`config.mk`:
```
export PLATFORM = sky130hd
export DESIGN_NAME = branch_resolver
export DESIGN_NICKNAME = d
export VERILOG_FILES = /design/src/rtl/branch_resolver.sv
export SDC_FILE = /design/constraint.sdc
export NUM_CORES = 1
export LEC_CHECK = 0
export ABC_AREA = 1
export ABC_CLOCK_PERIOD_IN_PS = 7900
export BUFFER_PORTS_ARGS = -buffer_cell sky130_fd_sc_hd__buf_4
export CORE_UTILIZATION = 55
export DETAILED_ROUTE_END_ITERATION = 6
export PLACE_DENSITY = 0.86
export SLEW_MARGIN = 20
export SYNTH_ARGS = -nofsm -noshare
export SYNTH_HDL_FRONTEND = slang
export SYNTH_SLANG_ARGS = --single-unit
```
`constraint.sdc`:
```
create_clock -name clk -period 7.9 [get_ports clk]
set_input_delay 0.79 -clock clk [delete_from_list [all_inputs] [get_ports clk]]
set_output_delay 0.79 -clock clk [all_outputs]
set_load 0.05 [all_outputs]
```
`src/rtl/branch_resolver.sv`:
```
module branch_resolver #(
  parameter int PC_W    = 32,
  parameter bit OUT_REG = 1'b1
) (
  input  logic            clk,
  input  logic            rst_n,
  input  logic [PC_W-1:0] pc_i,
  input  logic [7:0]      opc_i,
  input  logic [7:0]      ext_i,
  input  logic [7:0]      disp_i,
  input  logic [1:0]      len_i,
  input  logic            flag_z_i,
  input  logic            flag_n_i,
  input  logic            flag_c_i,
  input  logic            flag_v_i,
  output logic            taken_o,
  output logic [PC_W-1:0] next_pc_o
);

  localparam int SEXT_W = PC_W - 8;

  logic            signed_lt;
  logic            cond;
  logic [PC_W-1:0] target;
  logic [PC_W-1:0] fall;
  logic [PC_W-1:0] nxt;

  assign signed_lt = flag_n_i ^ flag_v_i;

  always_comb begin
    unique case (opc_i)
      8'hC0:   cond = signed_lt;
      8'hC1:   cond = !flag_z_i && !signed_lt;
      8'hC2:   cond = !signed_lt;
      8'hC3:   cond = flag_z_i || signed_lt;
      8'hC4:   cond = flag_c_i;
      8'hC5:   cond = !flag_c_i && !flag_z_i;
      8'hC6:   cond = !flag_c_i;
      8'hC7:   cond = flag_c_i || flag_z_i;
      8'hCA:   cond = 1'b1;
      8'hF8: begin
        unique case (ext_i)
          8'hE8:   cond = !flag_v_i;
          8'hE9:   cond = flag_v_i;
          8'hEA:   cond = !flag_c_i;
          8'hEB:   cond = flag_n_i;
          default: cond = 1'b0;
        endcase
      end
      default: cond = 1'b0;
    endcase
  end

  assign target = pc_i + {{SEXT_W{disp_i[7]}}, disp_i};
  assign fall   = pc_i + PC_W'(len_i);
  assign nxt    = cond ? target : fall;

  generate
    if (OUT_REG) begin : g_reg
      logic            taken_q;
      logic [PC_W-1:0] pc_q;

      always_ff @(posedge clk) begin
        if (!rst_n) begin
          taken_q <= 1'b0;
          pc_q    <= '0;
        end else begin
          taken_q <= cond;
          pc_q    <= nxt;
        end
      end

      assign taken_o   = taken_q;
      assign next_pc_o = pc_q;


      reset_clear_chk: assert property (@(posedge clk)
        !rst_n |=> (!taken_o && next_pc_o == '0));


      always_taken_chk: assert property (@(posedge clk) disable iff (!rst_n)
        opc_i == 8'hCA |=> taken_o &&
          next_pc_o == $past(pc_i) + {{SEXT_W{$past(disp_i[7])}}, $past(disp_i)});


      less_than_chk: assert property (@(posedge clk) disable iff (!rst_n)
        opc_i == 8'hC0 |=> taken_o == ($past(flag_n_i) != $past(flag_v_i)));


      fall_through_chk: assert property (@(posedge clk) disable iff (!rst_n)
        1'b1 |=> (taken_o || next_pc_o == $past(pc_i) + PC_W'($past(len_i))));


      unassigned_chk: assert property (@(posedge clk) disable iff (!rst_n)
        (opc_i[7:4] != 4'hC && opc_i != 8'hF8) |=> !taken_o);
    end else begin : g_comb
      assign taken_o   = cond;
      assign next_pc_o = nxt;
    end
  endgenerate

endmodule

```
### Word level (Yosys, flattened, before mapping)

Cells that the tools add are included.

| word-level totals | value |
|---|---|
| bits in registers | 33 |
| bits of input ports | 64 |
| output and inout port bits | 33 |

| operators by class | value |
|---|---|
| add/subtract/negate cells | 2 |
| equality and inequality tests | 14 |
| mux-type cells | 3 |
| bitwise logic cells | 1 |
| reductions and logical operators | 8 |

Operators with widths:

| operator | count |
|---|---|
| $eq 8x8->1 const B | 14 |
| $add 32x2->32 | 1 |
| $add 32x32->32 | 1 |
| $mux 32 | 1 |
| $pmux 1 s10 | 1 |
| $logic_not 1->1 | 4 |
| $pmux 1 s4 | 1 |
| $logic_and 1x1->1 | 2 |
| $logic_or 1x1->1 | 2 |
| $xor 1x1->1 | 1 |

### Longest topological paths before layout

Gate-level depths: netlist (run 1).

| logic depth | value |
|---|---|
| depth in word-level cells | 5 |
| gate-level depth with buffers | 26 |

### Least setup slack after synthesis (run 1)

Ideal clock, no wire load.

| timing | value |
|---|---|
| path type | input to register |
| start | input port opc_i[5] |
| end | register g_reg.pc_q[28], in the netlist next_pc_o[28] |
| arrival time | 3.023 ns |
| data required time | 7.787 ns |
| slack | 4.764 ns |
| stages | 18 |
| path through | nor2_1 -> nand3_1 -> nor2_1 -> nand2_1 -> nand3_1 -> o21ai_0 -> inv_1 -> ha_1 -> a21oi_1 -> o21ai_1 -> nand2_1 -> nand2_1 -> nand2_1 -> nand3_2 -> a21oi_1 -> nand2_1 -> nand2_1 -> nor2_1 |

| between the ends | value |
|---|---|
| cells in the longest elaborated chain, start to end | 3 |
| elaborated cells between the ends (all ways) | 12 |
| classes of those cells | eq/ne (10); mux (2) |

RTL lines:

| element | RTL line | source |
|---|---|---|
| start: declaration | 8 | `input logic [7:0] opc_i,` |
| $eq 8x8->1 | 31 | `unique case (opc_i)` |
| $pmux 1 s10 * | 31 |  |
| $mux 32 * | 56 | `assign nxt = cond ? target : fall;` |
| end signal: assignment | 69 | `pc_q <= nxt;` |
| end: declaration | 61 | `logic [PC_W-1:0] pc_q;` |

Every way passes the cells marked *; elsewhere a longest branch is shown, timed or not.
A chain may end at the register's enable or synchronous reset.

### Worst setup path after layout (run 1)

| timing | value |
|---|---|
| start | input port opc_i[5] |
| end | register g_reg.pc_q[26], in the netlist next_pc_o[26] |

Same word-level chain as after synthesis.

==> run metrics, run 1 <==
leading cell types in the layout, fill and taps excluded buf_4, nand2_1, nor2_1; sw frac 0.348; share of cells above drive strength 1 0.252; Die Wd 75.9 um; main combinational cell family by area after synthesis simple AND/OR/NAND/NOR gates; TritonCTS Buffers 5; CTS clk-pin slew, worst paths roughly 0.070 ns; cell row count 26; CTS root buf clkbuf_8; Avg Vias per Cell ~5.4; gr usage total 0.275; sequential element share of the synthesized area 0.220; synth warn 0; endpoints failing setup 0; complex-gate fraction of the synthesized area 0.218; area grow syn2layout 29.1%; First-pass DRT Iterations 5; FMAX about 280 MHz; multi-input logic area roughly 2100 sq um; RePlAce Congestion about 0.92; Final Critical Period roughly 3.5 ns; largest net degree at the start of global routing 31; Netlist cell types 35; cts hold-fix bufs 0; status complete, no violations; synthesized area roughly 3000 sq um; CP startpoint kind input pin; Num Clock Sinks 33; synthesized instance count 471; hold wc startpoint pc_i[0]; internal power between 0.0003 and 0.0004 W; CP required approximately 8.1 ns; EDFF count, synth 0; multiplexer share of the synthesized area 0; most common cell after layout, fill and taps aside buf_4; Placed Area 3790 sq um; Post-CTS Setup Repair Bufs 0; placed cells approximately 630; Static Leak 2.07 nW; vias in the first global route 3,133; worst-path fanout max 24; Slew headroom 0.443; post-route non-filler standard cell count 641; Detail Route Antenna Nets 0; Simple-Gate Fraction of Synth Area 0.343; Routed wire per std cell ~12 um; global route total overflow 0; Logic pwr share 0.337; 1st-iter DRT viols roughly 150; CTS max path bufs 2; final slew viol count 0; CTS resizes 0; PortBufs 96; Die Height approximately 76 um; Worst Path Arrival 3.72 ns; Power Density between 100 and 150 nW/um^2; Cells on Worst Hold Path 4; H-Tree Depth 2; Async SR Flop Fraction 0; Fin Setup TNS 0 ns; Slew @ Worst Pin between 0.8 and 0.9 ns; Yosys reg bits 33; Main synth FF type dfxtp_1; RSZ-0062 raised after global routing false; die area slightly below 6000 sq um; Tot Pwr 0.000468 W; hold path endpoint next_pc_o[0]; number of diodes 0; vias 3,480; Max Cap Viol 0; Crit Path Category in -> reg; Synth Area in Adders 0.136; Final Cycle Share 0.447; antenna violations before repair 0; syn nets about 570; Reg power frac 0.386; Setup crit end kind flop; first-pass GRT wire length 13,200 um; CTS tree built; Reg area 661 sq um; I/O pin total 97; fillcell total a little over 400; Hold Crit Class in -> reg; Total Wirelength between 7000 and 8000 um; DP Wirelength between 6000 and 7000 um; Final Cell Area around 3900 sq um; Initial Util 0.581; core footprint just over 5000 sq um; Residual DRC 0; Clk pwr share 0.277; switching power 0.000163 W; final-report hold violation count 0; Worst VDD drop 0.0000699 V; XOR/XNOR Fraction of Synth Area 0.00291; syn_area_per_cell around 6.4 sq um; fin nets 667
Yosys cell counts, types with 2 or more instances:
library cell	n	area, sq um
a21o_1	4	30.0
nand2_1	95	357
nor2_1	63	236
nor4_2	2	25.0
nor4_1	2	12.5
ha_1	31	388
dfxtp_1	33	661
nor3_1	6	30.0
inv_1	57	214
a21oi_1	56	280
nand3_1	24	120
or2_0	2	12.5
clkbuf_1	2	7.51
nor2_2	5	31.3
o21a_1	4	30.0
nand4_1	5	31.3
o21bai_1	5	37.5
o21ai_1	9	45.0
o21ai_2	2	17.5
a21oi_2	7	61.3
o21ai_0	24	120
nand3_2	3	30.0
nand2_2	18	113
critical path, stage by stage:
cell and delay (ns):
buf_4 0.11, nor2_1 0.14, nand3_1 0.14, nor2_1 0.12, nand2_1 0.06, nand3_1 0.09, o21ai_0 0.12, inv_1 0.62
ha_1 0.45, a21oi_1 0.24, o21ai_1 0.14, a21oi_2 0.15, nand2_2 0.11, nand2_2 0.10, nand2_2 0.07, nand2_2 0.08
nand3_2 0.06, nand2_1 0.06, nor2_1 0.04
power by group through the flow:
stage               registers [W]  clock network (W)  logic [W]
global placement         0.000184                  0   0.000154
global route             0.000181           0.000142   0.000171
CTS                      0.000181           0.000134   0.000157
floorplan                0.000224                  0  0.0000602
finish                   0.000181           0.000130   0.000158
detailed placement       0.000184                  0   0.000156
sequential cells by signal, summed over array words and instances, names as in the netlist:
name / count
taken_o: 1
next_pc_o: 32
stage by stage:
step / hold WS (ns) / utilization / worst slack [ns]
floorplan: 0.998 / - / 4.76
global placement: 1.10 / 0.734 / 4.23
detailed placement: 1.10 / 0.734 / 4.14
CTS: 0.806 / 0.750 / 4.43
global route: 0.832 / 0.750 / 4.14
finish: 0.811 / 0.750 / 4.37
area by class of cell:
type,count,share of cell area
multi-input cells,376,0.542
repair buffers,96,0.186
flip-flops and latches,33,0.170
inverters,59,0.0574
well taps,70,0.0226
clock buffers,7,0.0222
kinds of logic (layout without fill, tap and decap cells):
logic type / count (synthesis) / in the layout
AND/OR/NAND/NOR: 229 / 229
AO/OA/AOI/OAI: 114 / 114
buffers and inverters: 62 / 162
flip-flops: 33 / 33
adder cells (fa/ha/maj): 32 / 32
XOR/XNOR: 1 / 1
worst max-delay path by stage:
stage          cells after the start      from            end  slack, ns
2_1_floorplan                     18  opc_i[5]  next_pc_o[28]       4.76
3_3_place_gp                      19  opc_i[5]  next_pc_o[28]       4.23
3_5_place_dp                      19  opc_i[5]  next_pc_o[26]       4.14
4_1_cts                           19  opc_i[5]  next_pc_o[26]       4.43
5_1_grt                           18  opc_i[5]  next_pc_o[21]       4.14
6_report                          19  opc_i[5]  next_pc_o[26]       4.37
metal layers:
metal	global-route usage	routed length [um]	share of wire	vias up
met5	0	0	0	-
met4	0.119	180	0.023	0
met3	0.0506	502	0.064	22
met2	0.483	3810	0.49	151
met1	0.326	3310	0.42	1540
li1	-	-	-	1767
No activity file was read; power rests on OpenSTA's default activity.
==> run 2, diff against run 1 <==
--- a/config.mk
+++ b/config.mk
@@ -6,11 +6,11 @@
 export NUM_CORES = 1
 export LEC_CHECK = 0
 export ABC_AREA = 1
-export ABC_CLOCK_PERIOD_IN_PS = 7900
+export ABC_CLOCK_PERIOD_IN_PS = 3600
 export BUFFER_PORTS_ARGS = -buffer_cell sky130_fd_sc_hd__buf_4
-export CORE_UTILIZATION = 55
+export CORE_UTILIZATION = 52
 export DETAILED_ROUTE_END_ITERATION = 6
-export PLACE_DENSITY = 0.86
+export PLACE_DENSITY = 0.82
 export SLEW_MARGIN = 20
 export SYNTH_ARGS = -nofsm -noshare
 export SYNTH_HDL_FRONTEND = slang
==> constraint.sdc (replaced) <==
create_clock -name clk -period 3.6 [get_ports clk]
set_input_delay 0.36 -clock clk [delete_from_list [all_inputs] [get_ports clk]]
set_output_delay 0.36 -clock clk [all_outputs]
set_load 0.05 [all_outputs]
==> run metrics, run 2 (same netlist as run 1, synthesis figures left out) <==
Final Core Density 0.700 (-0.0500); Avg Vias per Cell 5.29 (-2.6%); Detail Route Antenna Nets 0 (unchanged); CTS resizes 0 (unchanged); cell row count 27 (+3.8%); FMAX about 330 MHz; number of diodes 0 (unchanged); Routed wire per std cell 12.3 um (+0.84%); final-report hold violation count 0 (unchanged); sw frac 0.361 (+0.0122); Hold Crit Class in -> reg; CTS clk-pin slew, worst paths 0.07 ns (about the same); worst-path fanout max 24 (unchanged); 1st-iter DRT viols 207 (+36%); endpoints failing setup 0 (unchanged); Num Clock Sinks 33 (unchanged); hold path endpoint next_pc_o[0]; internal power 0.000652 W (+110%); Setup crit end kind flop; DP Wirelength 6400 um (+2.8%); Die Wd 78.0 um (+2.8%); CTS root buf clkbuf_8; Worst VDD drop 0.000173 V (+150%); first-pass GRT wire length 13,300 um (+0.73%); Slowest-stage cell, CP inv_1; Max Cap Viol 0 (unchanged); CTS tree built; CTS max path bufs 2 (unchanged); Post-CTS Setup Repair Bufs 0 (unchanged); gr usage total 0.269 (-0.00586); Clk pwr share 0.271 (-0.006); Worst Path Arrival 3.24 ns (-0.48 ns); I/O pin total 97 (unchanged); hold wc startpoint pc_i[0]; area grow syn2layout 29.1% (about the same); most common cell after layout, fill and taps aside buf_4; cts hold-fix bufs 0 (unchanged); leading cell types in the layout, fill and taps excluded buf_4, nand2_1, nor2_1; CP required 3.79 ns (-4.29 ns); vias 3,404 (-2.2%); Residual DRC 0 (unchanged); H-Tree Depth 2 (unchanged); Final Critical Period between 3 and 4 ns; Max stage delay on crit path 0.60 ns (-0.02 ns); fillcell total 516 (+24%); placed cells 636 (+0.32%); Cells on Worst Hold Path 4 (unchanged); antenna violations before repair 0 (unchanged); Reg power frac 0.389 (+0.003); Final Cell Area 3880 sq um (about the same); Final Cycle Share 0.849; CP startpoint kind input pin; switching power 0.000368 W (+130%); max FFs per register 32 (unchanged); global route total overflow 0 (unchanged); largest net degree at the start of global routing 31 (unchanged); share of cells above drive strength 1 0.253 (+0.00131); Total Wirelength 7900 um (+1.3%); Crit Path Category in -> reg; First-pass DRT Iterations 4 (-1); status complete, no violations; final slew viol count 0 (unchanged); TritonCTS Buffers 5 (unchanged); Die Height 78.0 um (+2.8%); Reg area 661 sq um (unchanged); PortBufs 96 (unchanged); RePlAce Congestion 0.919 (-0.40%); multi-input logic area 2100 sq um (unchanged); fin nets 667 (unchanged); critical path's most frequent cell nand2_1; Fin Setup TNS 0 ns (unchanged); RSZ-0062 raised after global routing false; Power Density 263 nW/um^2 (+120%); Logic pwr share 0.340 (+0.003); Static Leak 2.07 nW (about the same); Slew headroom 0.469 (+0.0264); Initial Util 0.542 (-0.0386); vias in the first global route 3,102 (-0.99%); die area 6090 sq um (+5.6%); post-route non-filler standard cell count 644 (+0.47%); Placed Area 3800 sq um (about the same); Cell Chain, Critical Path buf_4, nor2_1, nand3_1, nor2_1, nand2_1, nand3_1, o21ai_0, inv_1, ha_1, a21oi_1, o21ai_1, nand2_1, nand2_1, nand2_1, nand3_2, a21oi_1, nand2_1, nand2_1, nor2_1; Slew @ Worst Pin 0.796 ns (-0.0395 ns); core footprint 5540 sq um (+7.1%)
run 2: changes by cell type in the layout (fill, tap and decap cells not counted):
| cell | before | now |
|---|---|---|
| clkinv_2 | 1 | 3 |
| clkbuf_8 | 6 | 5 |
run 2: how the worst max path moves through the flow:
stage          startpoint  slack, ns       endpoint  depth (start not counted)
3_3_place_gp     opc_i[5]       0.36  next_pc_o[28]                         19
2_1_floorplan    opc_i[5]       0.89  next_pc_o[28]                         18
3_5_place_dp     opc_i[5]       0.30  next_pc_o[28]                         19
6_report         opc_i[5]       0.54  next_pc_o[28]                         19
5_1_grt          opc_i[5]       0.22  next_pc_o[19]                         17
4_1_cts          opc_i[5]       0.59  next_pc_o[28]                         19
run 2: per-stage QoR:
step,hold WS (ns),setup slack [ns],total power [W]
2_1_floorplan,0.568,0.894,0.000624
4_1_cts,0.385,0.592,0.00103
5_1_grt,0.405,0.223,0.00107
3_3_place_gp,0.667,0.361,0.000742
3_5_place_dp,0.678,0.295,0.000749
6_report,0.387,0.542,0.00102
run 2: per-layer routing:
layer / vias to the layer above / GRT usage / share of wire / wire, um
met5: - / 0 / 0 / 0
met4: 0 / 0.0778 / 0.010 / 79
met3: 8 / 0.0419 / 0.060 / 477
met2: 112 / 0.491 / 0.49 / 3910
met1: 1516 / 0.325 / 0.44 / 3440
li1: 1768 / - / - / -
run 2: power groups by stage:
stage | clock (W) | combinational, W | sequential (W)
3_5_place_dp | 0 | 0.000344 | 0.000405
4_1_cts | 0.000286 | 0.000345 | 0.000397
5_1_grt | 0.000300 | 0.000375 | 0.000398
3_3_place_gp | 0 | 0.000338 | 0.000404
6_report | 0.000277 | 0.000346 | 0.000396
2_1_floorplan | 0 | 0.000132 | 0.000492
run 2: worst max-delay path, delay by kind of cell:
kind	cells	cell delay, ns
AND/OR/NAND/NOR	12	1.05
AO/OA/AOI/OAI	4	0.67
adder cells (fa/ha/maj)	1	0.45
buffers and inverters	2	0.71
run 2: layout make-up:
type                            count  share of cell area
Multi-Input combinational cell    376               0.542
Timing Repair Buffer               96               0.186
Sequential cell                    33               0.170
Inverter                           59              0.0574
Tap cell                           72              0.0232
Clock buffer                        6              0.0187
Clock inverter                      2             0.00258
==> run 3, diff against run 2 <==
--- a/config.mk
+++ b/config.mk
@@ -6,11 +6,11 @@
 export NUM_CORES = 1
 export LEC_CHECK = 0
 export ABC_AREA = 1
-export ABC_CLOCK_PERIOD_IN_PS = 3600
+export ABC_CLOCK_PERIOD_IN_PS = 2780
 export BUFFER_PORTS_ARGS = -buffer_cell sky130_fd_sc_hd__buf_4
-export CORE_UTILIZATION = 52
+export CORE_UTILIZATION = 47
 export DETAILED_ROUTE_END_ITERATION = 6
-export PLACE_DENSITY = 0.82
+export PLACE_DENSITY = 0.78
 export SLEW_MARGIN = 20
 export SYNTH_ARGS = -nofsm -noshare
 export SYNTH_HDL_FRONTEND = slang
==> constraint.sdc (replaced) <==
create_clock -name clk -period 2.78 [get_ports clk]
set_input_delay 0.278 -clock clk [delete_from_list [all_inputs] [get_ports clk]]
set_output_delay 0.278 -clock clk [all_outputs]
set_load 0.05 [all_outputs]
==> run metrics, run 3 (same netlist as run 1, synthesis figures left out) <==
status complete, no violations; antenna violations before repair 0 (unchanged); Setup crit end kind flop; Total Wirelength 8260 um (+4.5%); fin nets 694 (+4.0%); RePlAce Congestion 0.955 (+3.9%); share of cells above drive strength 1 0.297 (+0.0437); Die Height 82.0 um (+5.0%); Static Leak 2.20 nW (+6.1%); Cell Chain, Critical Path buf_4, nor2_2, nand3_1, nor2_1, nand2_1, nand3_1, inv_1, nand2_1, inv_1, buf_4, nor2_1, ha_2, a21o_1, nand3_1, nand2_1, a21oi_1, nand2_2, a21oi_2, nand2_1, nand2_1, nor2_2; setup ws final 0.231 ns (-0.311 ns); Post-CTS Setup Repair Bufs 0 (unchanged); I/O pin total 97 (unchanged); H-Tree Depth 2 (unchanged); First-pass DRT Iterations 4 (unchanged); Slew @ Worst Pin 0.380 ns (-0.416 ns); core footprint 6060 sq um (+9.4%); final-report hold violation count 0 (unchanged); Final Critical Period ~2.5 ns; CTS root buf clkbuf_8; first-pass GRT wire length 13,400 um (+1.4%); Power Density 327 nW/um^2 (+24%); cell row count 28 (+3.7%); Fin Setup TNS 0 ns (unchanged); endpoints failing setup 0 (unchanged); leading cell types in the layout, fill and taps excluded buf_4, nand2_1, nor2_1; worst path bufs/invs 4 (+2); CTS tree built; TritonCTS Buffers 5 (unchanged); number of diodes 0 (unchanged); Residual DRC 0 (unchanged); Initial Util 0.496 (-0.0466); Slew headroom 0.744 (+0.275); Avg Vias per Cell 5.19 (-1.7%); Worst VDD drop 0.000209 V (+21%); Crit Path Category in -> reg; worst-path fanout max 6 (-75%); critical path's most frequent cell nand2_1; FMAX between 300 and 400 MHz; fillcell total 551 (+6.8%); Routed wire per std cell 12.2 um (-0.17%); Num Clock Sinks 33 (unchanged); Placed Area 4020 sq um (+5.8%); CP startpoint kind input pin; Final Cell Area 4140 sq um (+6.6%); CTS max path bufs 2 (unchanged); delay-heaviest family, CP simple AND/OR/NAND/NOR gates; max FFs per register 32 (unchanged); Max stage delay on crit path 0.32 ns (-0.28 ns); most common cell after layout, fill and taps aside buf_4; die area 6720 sq um (+10%); gr usage total 0.257 (-0.0121); Detail Route Antenna Nets 0 (unchanged); Hold Crit Class in -> reg; Die Wd 82.0 um (+5.0%); global route total overflow 0 (unchanged); PortBufs 96 (unchanged); Fin Hold WS 0.318 ns (-0.0687 ns); cts hold-fix bufs 0 (unchanged); Max Cap Viol 0 (unchanged); area grow syn2layout 37.7%; CTS resizes 0 (unchanged); Worst Path Arrival 2.74 ns (-0.50 ns); Final Cycle Share 0.917; DP Wirelength 6720 um (+5.1%); CTS clk-pin slew, worst paths 0.07 ns (about the same); 1st-iter DRT viols 206 (-0.48%); final slew viol count 0 (unchanged); largest net degree at the start of global routing 31 (unchanged); CP required 2.97 ns (-0.82 ns); Place WS -0.0942 ns (-0.389 ns); Slowest-stage cell, CP ha_2; vias in the first global route 3,229 (+4.1%); vias 3,501 (+2.8%)
run 3: cell count changes in the layout (fill, tap and decap cells not counted), moves of 2 or more:
| cell | previous run | this run |
|---|---|---|
| clkbuf_1 | 1 | 3 |
| buf_4 | 96 | 122 |
| clkinv_2 | 3 | 1 |
| a21oi_1 | 56 | 53 |
| ha_2 | 0 | 3 |
| ha_1 | 31 | 28 |
| a21oi_2 | 7 | 9 |
run 3: cell type report:
class / instances / area (sq um) / share of cell area
Multi-Input combinational cell: 376 / 2140 / 0.518
Inverter: 59 / 223 / 0.0538
Tap cell: 75 / 93.8 / 0.0227
Timing Repair Buffer: 123 / 936 / 0.226
Clock buffer: 8 / 80.1 / 0.0194
Sequential cell: 33 / 661 / 0.160
run 3: per-layer routing:
metal,wire (um),global-route usage
met5,0,0
met4,180,0.107
met3,464,0.0356
met2,4040,0.463
met1,3570,0.302
run 3: per-stage QoR:
| step | std cells | total power, W | utilization |
|---|---|---|---|
| detailed placement | 666 | 0.000999 | 0.663 |
| finish | 674 | 0.00135 | 0.683 |
| floorplan | 471 | 0.000809 | - |
| global placement | 666 | 0.000992 | 0.663 |
| global route | 674 | 0.00143 | 0.683 |
| CTS | 674 | 0.00137 | 0.676 |
run 3: path summary, 6_finish.rpt:
kind / from / depth (start not counted) / endpoint
max: opc_i[5] / 21 / next_pc_o[21]
min: pc_i[0] / 4 / next_pc_o[0]
run 3: where the power goes:
group	internal, W	switching (W)
Combinational	0.000191	0.000291
Clock	0.000178	0.000180
Sequential	0.000505	0.00000793
Total	0.000874	0.000479
run 3: worst min-delay path: cells and delay by family:
family,cells,cell delay [ns]
adder cells (fa/ha/maj),1,0.13
buffers and inverters,2,0.12
AND/OR/NAND/NOR,1,0.05
